$ cat config.mk
export PLATFORM = sky130hd
export DESIGN_NAME = grafcet_seq
export DESIGN_NICKNAME = d
export VERILOG_FILES = /design/src/rtl/grafcet_seq_pkg.sv /design/src/rtl/grafcet_step_cell.sv /design/src/rtl/grafcet_fire_net.sv /design/src/rtl/grafcet_route.sv /design/src/rtl/grafcet_seq.sv
export SDC_FILE = /design/constraint.sdc
export NUM_CORES = 1
export LEC_CHECK = 0
export CAP_MARGIN = 10
export CORE_AREA = 2 2 39 41
export CTS_CLUSTER_DIAMETER = 80
export DETAILED_ROUTE_END_ITERATION = 10
export DIE_AREA = 0 0 41 43
export PLACE_DENSITY = 0.68
export SLEW_MARGIN = 20
export SYNTH_ARGS = -nofsm -noshare
export SYNTH_HDL_FRONTEND = slang
export SYNTH_SLANG_ARGS = --single-unit
export TNS_END_PERCENT = 10
$ cat constraint.sdc
create_clock -name clk -period 1.1 [get_ports clk]
set_input_delay 0.33 -clock clk [delete_from_list [all_inputs] [get_ports clk]]
set_output_delay 0.33 -clock clk [all_outputs]
set_load 0.005 [all_outputs]
$ cat src/rtl/grafcet_seq_pkg.sv
package grafcet_seq_pkg;

  localparam int NUM_STEPS = 8;
  localparam int NUM_TRANS = 8;
  localparam int INIT_STEP = 0;

  typedef logic [NUM_STEPS-1:0] step_vec_t;
  typedef logic [NUM_TRANS-1:0] trans_vec_t;

  // step indices
  localparam int ST_START  = 0;
  localparam int ST_ARM    = 1;
  localparam int ST_PATH_A = 2;
  localparam int ST_PATH_B = 3;
  localparam int ST_MERGED = 4;
  localparam int ST_LANE_L = 5;
  localparam int ST_LANE_R = 6;
  localparam int ST_JOINED = 7;

  // transition indices (condition bit t belongs to transition t)
  localparam int TR_START = 0;
  localparam int TR_SEL_A = 1;
  localparam int TR_SEL_B = 2;
  localparam int TR_MRG_A = 3;
  localparam int TR_MRG_B = 4;
  localparam int TR_FORK  = 5;
  localparam int TR_JOIN  = 6;
  localparam int TR_LOOP  = 7;

  localparam step_vec_t INIT_VEC = step_vec_t'(1) << INIT_STEP;

  function automatic step_vec_t one_step(input int s);
    return step_vec_t'(1) << s;
  endfunction

  // steps that must all be active for transition t, and that it clears
  function automatic step_vec_t up_mask(input int t);
    case (t)
      TR_START: return one_step(ST_START);
      TR_SEL_A: return one_step(ST_ARM);
      TR_SEL_B: return one_step(ST_ARM);
      TR_MRG_A: return one_step(ST_PATH_A);
      TR_MRG_B: return one_step(ST_PATH_B);
      TR_FORK:  return one_step(ST_MERGED);
      TR_JOIN:  return one_step(ST_LANE_L) | one_step(ST_LANE_R);
      default:  return one_step(ST_JOINED);
    endcase
  endfunction

  // steps set by transition t
  function automatic step_vec_t dn_mask(input int t);
    case (t)
      TR_START: return one_step(ST_ARM);
      TR_SEL_A: return one_step(ST_PATH_A);
      TR_SEL_B: return one_step(ST_PATH_B);
      TR_MRG_A: return one_step(ST_MERGED);
      TR_MRG_B: return one_step(ST_MERGED);
      TR_FORK:  return one_step(ST_LANE_L) | one_step(ST_LANE_R);
      TR_JOIN:  return one_step(ST_JOINED);
      default:  return one_step(ST_START);
    endcase
  endfunction

  // transition that takes precedence over t, or -1 for none
  function automatic int yields_to(input int t);
    case (t)
      TR_SEL_B: return TR_SEL_A;
      TR_MRG_B: return TR_MRG_A;
      default:  return -1;
    endcase
  endfunction

endpackage

$ cat src/rtl/grafcet_step_cell.sv
module grafcet_step_cell #(
  parameter bit INIT = 1'b0
) (
  input  logic clk,
  input  logic rst,
  input  logic set_i,
  input  logic clr_i,
  output logic q_o
);

  // activation wins over deactivation, reset wins over both
  always_ff @(posedge clk) begin
    if (rst)        q_o <= INIT;
    else if (set_i) q_o <= 1'b1;
    else if (clr_i) q_o <= 1'b0;
  end

endmodule

$ cat src/rtl/grafcet_fire_net.sv
module grafcet_fire_net
  import grafcet_seq_pkg::*;
(
  input  step_vec_t  step_i,
  input  trans_vec_t cond_i,
  output trans_vec_t fire_o
);

  trans_vec_t enabled;

  for (genvar t = 0; t < NUM_TRANS; t++) begin : g_tr
    localparam step_vec_t UP  = up_mask(t);
    localparam int        WIN = yields_to(t);

    assign enabled[t] = ((step_i & UP) == UP) && cond_i[t];

    if (WIN >= 0) begin : g_yield
      assign fire_o[t] = enabled[t] && !enabled[WIN];
    end else begin : g_free
      assign fire_o[t] = enabled[t];
    end
  end

endmodule

$ cat src/rtl/grafcet_route.sv
module grafcet_route
  import grafcet_seq_pkg::*;
(
  input  trans_vec_t fire_i,
  output step_vec_t  set_o,
  output step_vec_t  clr_o
);

  always_comb begin
    set_o = '0;
    clr_o = '0;
    for (int t = 0; t < NUM_TRANS; t++) begin
      if (fire_i[t]) begin
        set_o = set_o | dn_mask(t);
        clr_o = clr_o | up_mask(t);
      end
    end
  end

endmodule

$ cat src/rtl/grafcet_seq.sv
module grafcet_seq
  import grafcet_seq_pkg::*;
(
  input  logic                 clk,
  input  logic                 rst,
  input  logic [NUM_TRANS-1:0] cond,
  output logic [NUM_STEPS-1:0] act,
  output logic [NUM_STEPS-1:0] step_q
);

  trans_vec_t fire;
  step_vec_t  set_v;
  step_vec_t  clr_v;
  step_vec_t  state;

  grafcet_fire_net u_fire (
    .step_i (state),
    .cond_i (cond),
    .fire_o (fire)
  );

  grafcet_route u_route (
    .fire_i (fire),
    .set_o  (set_v),
    .clr_o  (clr_v)
  );

  for (genvar s = 0; s < NUM_STEPS; s++) begin : g_step
    grafcet_step_cell #(
      .INIT (INIT_VEC[s])
    ) u_cell (
      .clk   (clk),
      .rst   (rst),
      .set_i (set_v[s]),
      .clr_i (clr_v[s]),
      .q_o   (state[s])
    );
  end

  assign step_q = state;
  assign act    = state;

endmodule

==> results.toml, run 1 <==
[synthesis]
synthDominantCellAreaShare_pct = 36.4
synth_top_family_by_area = "buffers and inverters"
synthAdderAreaFrac_pct = 0
postSynthRegisterBits = 7
yosys.area_share.simple_pct = 17.2
synth.mux.area_fraction_pct = 0
mappedNetlistNets = 55
yosys_warnings = 0
synth_area_um2 = 385
syn_avg_cell_area_um2 = 8.56
parity_gate_share_of_the_synthesized_area_counting_xor_and_xnor_cells_pct = 0
most_area_hungry_cell_type_in_the_yosys_netlist = "dfxtp_1"
post_synth_main_area_contributors = "dfxtp_1 36%, buf_4 31%, nand2b_1 8.1%, a21oi_1 7.8%, nand2_1 3.9%"
sequential_share_of_the_synthesized_area_pct = 36.4
synth.lib_cells_used.distinct = 11
synth_cells = 45
synth_compound_gate_area_share_pct = 14.3

[cts]
cts_root_buffer = "clkbuf_4"
number_of_hold_buffers_added_after_cts = 0
cts.clk_slew.worst_paths_ns = 0.05
insertion_delay_ns = 0.24
cts_sinks = 7
clock_tree_from_tritoncts = "done"
cts-buffers-inserted = 3
ctsHtreeMaxLevel = 1
cts_max_path_buffers = 2

[drt]
wirelength_um = 781
firstDrtPassIters = 4
route.detailed.wl_per_inst_um = 9.19
drt-vias-per-instance = 4.06
drt_iter0_drc = 3
drt.antenna.violating_nets = 0
drc = 0
detailroute.via_count = 345

[pwr]
vdd_drop_max_mv = 0.471
p_clk_share_pct = 38.4
cellLeakagePower_nw = 0.284
p_switching_mw = 0.128
power.density_cell_area_nw_per_um2 = 1010
share_of_power_burned_in_registers_pct = 45.2
p_int_mw = 0.470
p_comb_share_pct = 16.5
p_sw_share_pct = 21.4

[final_layout]
antenna-diode-count = 0
final_net_count = 80
syn_to_final_growth_pct = 52.9
final_cell_area_um2 = 589
largest-register = "g_step.u_cell.q_o"
finish.utilization_pct = 42.6
fin_cells = 85
final_layout_size_suffix_gt1_share_pct = 53.6
largest_register_ffs = 7
registers_with_the_most_flip_flops = "g_step.u_cell.q_o x7"

[flow_run]
max_cap_viols = 0

[floorplan]
die_h_um = 43
placementRows = 14
initial_core_util_pct = 27.8
coreArea_um2 = 1380
pin_count = 26
fp.dieW_um = 41
die-area_um2 = 1760

[timing]
skew_ns = 0.00157
setup_tns_ns = -0.0308
period_share_pct = 101
final-hold-violation-count = 0
worstMarginPinSlew_ns = 0.173
period_needed_ns = 1.12
setup_slack_ns = -0.0156
slew_headroom_pct = 88.4
setup_repair_after_global_routing_missed_its_margin = "yes"
final-max-slew-violation-count = 0
max_freq_mhz = 896
finalSetupViolations = 2

[outcome]
status = "finished, violations left"
failing_checks = "negative setup slack"

[placed_design]
dp_hpwl_um = 603
buffer_ports.inserted = 25
routabilityCongestion = 0.618
dpl_cell_area_um2 = 603
numPlacedInstances = 79

[critical_path]
worstSetupStartpointType = "flip-flop"
path_max_fanout = 3
worst-setup-path-type = "flip-flop to output port"
reg2reg_setup_slack_ns = 0.12
timing.critical_path.arrival_ns = 0.79
worst_setup_path_end_kind = "output port"
worst-endpoint-required_ns = 0.77

[global_route]
antenna_found_initial = 0
grt-ovfl-total = 0
number_of_global_route_vias_before_repair = 287
grt_util_all_layers_pct = 9.95
grt_first_pass_wirelength_um = 1150
grt_max_degree = 6

[worst_hold_path]
worst_hold_path_type = "flip-flop to flip-flop"
-- through the flow --
step / total power, mW / setup slack (ns) / hold slack [ns]
after detailed placement: 0.384 / -0.244 / 0.512
after CTS: 0.611 / -0.0287 / 0.584
after global routing: 0.642 / -0.0501 / 0.607
after global placement: 0.383 / -0.213 / 0.487
after floorplan: 0.316 / 0.220 / 0.399
final: 0.598 / -0.0156 / 0.577
-- final cells by class --
cell class	instances	area (um2)
Timing Repair Buffer	36	269
Tap cell	16	20.0
Multi-Input combinational cell	21	121
Sequential cell	7	149
Inverter	1	3.75
Fill cell	150	795
Clock buffer	4	26.3
-- cell usage in the layout, fill, tap and decap left out, drive strengths merged --
cell type / instances
buf: 25
a21boi: 1
a21oi: 6
nand2: 4
dfxtp: 7
nand2b: 5
or3b: 1
clkbuf: 6
clkdlybuf4s50: 9
inv: 1
a22oi: 1
o21ai: 2
nand4bb: 1
-- layer usage --
layer  GRT usage, %  vias to the layer above  wire, um
met5              0                        -         0
met4           8.00                        0         0
met3           1.57                        0        51
met2           14.7                       13       421
met1           11.9                      151       309
li1               -                      181         -
-- critical path, stage by stage, from the launching register on --
cell     delay, ns
dfxtp_2       0.32
buf_6         0.12
buf_6         0.10
-- cell usage after synthesis (all sizes together) --
| cell | instances |
|---|---|
| dfxtp | 7 |
| a21boi | 1 |
| a21oi | 6 |
| nand2b | 5 |
| inv | 1 |
| or3b | 1 |
| nand4bb | 1 |
| o21ai | 2 |
| buf | 16 |
| nand2 | 4 |
| a22oi | 1 |
-- cells by family after synthesis --
group	after synthesis
AOI/OAI and AO/OA	10
buffers and inverters	17
DFF	7
and+or+nand+nor	11
-- power by group through the flow --
stage / Sequential (mW) / Clock [mW] / Combinational [mW]
after floorplan: 0.275 / 0 / 0.0409
after global placement: 0.275 / 0 / 0.109
after detailed placement: 0.275 / 0 / 0.109
after CTS: 0.270 / 0.241 / 0.100
after global routing: 0.271 / 0.265 / 0.106
final: 0.270 / 0.229 / 0.0983
-- worst paths after layout --
check	cells past startpoint	from	to
setup / recovery	2	g_step[6].u_cell.q_o$_SDFFE_PP0P_	act[6]
hold / removal	3	g_step[7].u_cell.q_o$_SDFFE_PP0P_	g_step[0].u_cell.q_o$_SDFFE_PP1P_
setup reg to reg	3	g_step[1].u_cell.q_o$_SDFFE_PP0P_	g_step[1].u_cell.q_o$_SDFFE_PP0P_
hold reg to reg	3	g_step[7].u_cell.q_o$_SDFFE_PP0P_	g_step[0].u_cell.q_o$_SDFFE_PP1P_
-- timing repair --
action | 4_1_cts | 5_1_grt
setup endpoints to repair | 16 | 5
setup buffers | 2 | 0
pin swaps | 0 | 1
resized for setup | 70 | 2
hold endpoints to repair | 0 | 0
Note: power is estimated with default switching activity, not from simulation.
==> run 2, diff against run 1 <==
--- a/config.mk
+++ b/config.mk
@@ -5,12 +5,13 @@
 export SDC_FILE = /design/constraint.sdc
 export NUM_CORES = 1
 export LEC_CHECK = 0
+export ABC_AREA = 1
 export CAP_MARGIN = 10
 export CORE_AREA = 2 2 39 41
 export CTS_CLUSTER_DIAMETER = 80
 export DETAILED_ROUTE_END_ITERATION = 10
 export DIE_AREA = 0 0 41 43
-export PLACE_DENSITY = 0.68
+export PLACE_DENSITY = 0.67
 export SLEW_MARGIN = 20
 export SYNTH_ARGS = -nofsm -noshare
 export SYNTH_HDL_FRONTEND = slang
==> constraint.sdc (replaced) <==
create_clock -name clk -period 1.32 [get_ports clk]
set_input_delay 0.396 -clock clk [delete_from_list [all_inputs] [get_ports clk]]
set_output_delay 0.396 -clock clk [all_outputs]
set_load 0.005 [all_outputs]
==> results.toml, run 2 <==
[drt]
route.detailed.wl_per_inst_um = 8.02
firstDrtPassIters = 3
drt.antenna.violating_nets = 0
drt-vias-per-instance = 4.00
drc = 0
detailroute.via_count = 328
drt_iter0_drc = 3
wirelength_um = 658

[synthesis]
most_area_hungry_cell_type_in_the_yosys_netlist = "dfxtp_1"
synth.lib_cells_used.distinct = 9
synth_top_family_by_area = "buffers and inverters"
synth.most_common_cell = "buf_4"
yosys.area_share.simple_pct = 16.9
synthArstFlopShare_pct = 0
synthAdderAreaFrac_pct = 0
synth_area_um2 = 384
synthDominantCellAreaShare_pct = 36.5
synth.cells.most_frequent = "16 x buf_4, 14 x nand2_1, 7 x dfxtp_1"
synth_compound_gate_area_share_pct = 10.4
postSynthRegisterBits = 7
parity_gate_share_of_the_synthesized_area_counting_xor_and_xnor_cells_pct = 0
synth_cells = 51
post_synth_main_area_contributors = "dfxtp_1 36%, buf_4 31%, nand2_1 14%, a21oi_1 6.5%, inv_1 4.9%"
syn_avg_cell_area_um2 = 7.53
postSynth.topFlopCell = "dfxtp_1"
yosys_warnings = 0
number_of_synthesized_flops_with_an_enable_pin = 0
mappedNetlistNets = 61
sequential_share_of_the_synthesized_area_pct = 36.5
synth.mux.area_fraction_pct = 0

[flow_run]
max_cap_viols = 0

[timing]
setup_tns_ns = 0
period_needed_ns = 1.22
final-hold-violation-count = 0
skew_ns = 0.000250
final-max-slew-violation-count = 0
period_share_pct = 92.6
worstMarginPinSlew_ns = 0.275
slew_headroom_pct = 81.6
finalSetupViolations = 0
setup_repair_after_global_routing_missed_its_margin = "no"
max_freq_mhz = 818

[cts]
cts_root_buffer = "clkbuf_4"
cts.clk_slew.worst_paths_ns = 0.05
post_cts_buffers = 0
cts_sinks = 7
clock_tree_from_tritoncts = "done"
cts_max_path_buffers = 2
cts-buffers-inserted = 3
ctsHtreeMaxLevel = 1
insertion_delay_ns = 0.24
number_of_hold_buffers_added_after_cts = 0

[critical_path]
timing.critical_path.arrival_ns = 0.83
worst_path_max_delay_cell = "dfxtp_2"
worstSetupStartpointType = "flip-flop"
worst-setup-path-type = "flip-flop to output port"
cp_slowest_stage_delay_ns = 0.33
critPathBufInv = 1
crit_family = "flip-flops"
worst-endpoint-required_ns = 0.92
path_max_fanout = 6
path_cells = "dlygate4sd2_1"
worst_setup_path_end_kind = "output port"

[final_layout]
largest_register_ffs = 7
mostFrequentLayoutCell = "dlygate4sd2_1"
antenna-diode-count = 0
largest-register = "g_step.u_cell.q_o"
final_net_count = 77
registers_with_the_most_flip_flops = "g_step.u_cell.q_o x7"
final_layout_size_suffix_gt1_share_pct = 19.7
most_frequent_cells_in_the_layout = "16 x dlygate4sd2_1, 14 x nand2_1, 9 x clkdlybuf4s50_1, 7 x dfxtp_2"
syn_to_final_growth_pct = 46.9
fin_cells = 82

[pwr]
vdd_drop_max_mv = 0.242
cellLeakagePower_nw = 0.295
power.density_cell_area_nw_per_um2 = 863

[placed_design]
numPlacedInstances = 78
routabilityCongestion = 0.676
dp_hpwl_um = 563
buffer_ports.inserted = 25

[global_route]
grt_util_all_layers_pct = 9.35
number_of_global_route_vias_before_repair = 310
grt_max_degree = 8
antenna_found_initial = 0
grt-ovfl-total = 0
grt_first_pass_wirelength_um = 1120

[floorplan]
initial_core_util_pct = 27.8
die_h_um = 43
pin_count = 26
fp.dieW_um = 41
die-area_um2 = 1760
coreArea_um2 = 1380
placementRows = 14

[outcome]
status = "complete, no violations"

[worst_hold_path]
worst_hold_path_type = "flip-flop to flip-flop"
[run 2: layout make-up]
| cell class | count | area (um2) |
|---|---|---|
| fill | 154 | 820 |
| timing repair buffer | 27 | 245 |
| sequential | 7 | 149 |
| multi-input combinational | 23 | 105 |
| clock buffer | 4 | 26.3 |
| tap | 16 | 20.0 |
| inverter | 5 | 18.8 |
[run 2: cells by family after synthesis]
| family | after synthesis |
|---|---|
| AOI/OAI and AO/OA | 7 |
| buffers and inverters | 21 |
| DFF | 7 |
| and+or+nand+nor | 16 |
[run 2: repair_timing]
item / CTS / global route
endpoints found under the setup margin: 16 / 0
gates resized for setup: 23 / 0
hold endpoints to repair: 0 / 0
[run 2: worst paths after layout]
kind | to | cells after the start | slack (ns) | start
min reg2reg | g_step[0].u_cell.q_o$_SDFFE_PP1P_ | 2 | 0.47 | g_step[0].u_cell.q_o$_SDFFE_PP1P_
max reg2reg | g_step[3].u_cell.q_o$_SDFFE_PP0P_ | 5 | 0.53 | g_step[2].u_cell.q_o$_SDFFE_PP0P_
max | act[5] | 1 | 0.1 | g_step[6].u_cell.q_o$_SDFFE_PP0P_
min | g_step[0].u_cell.q_o$_SDFFE_PP1P_ | 2 | 0.47 | g_step[0].u_cell.q_o$_SDFFE_PP1P_
[run 2: where the power goes]
group          switching (mW)  internal, mW
Sequential            0.00606         0.221
Combinational          0.0267        0.0493
Clock                  0.0687         0.115
Total                   0.101         0.385
[run 2: worst register-to-register path, cell delays in order (launching register included)]
cell     delay (ns)
dfxtp_2        0.32
buf_4          0.12
nand2_1        0.07
nand2_1        0.05
nand2_1        0.07
a21oi_2        0.05
[run 2: through the flow]
stage / total power [mW] / utilization, % / instance area [um2] / hold WS, ns / setup WS, ns
after global routing: 0.526 / 40.8 / 564 / 0.483 / 0.0229
after floorplan: 0.269 / - / 384 / 0.457 / 0.429
final: 0.487 / 40.8 / 564 / 0.471 / 0.0971
after detailed placement: 0.319 / 39.7 / 549 / 0.480 / 0.0153
after CTS: 0.497 / 40.8 / 564 / 0.472 / 0.0864
after global placement: 0.317 / 39.7 / 549 / 0.471 / 0.0208
[run 2: per-layer routing]
layer	wire [um]	track usage [%]	vias to the layer above
met2	326	14.7	12
met5	0	0	-
li1	-	-	173
met1	262	10.0	143
met3	69	4.71	0
met4	0	4.00	0
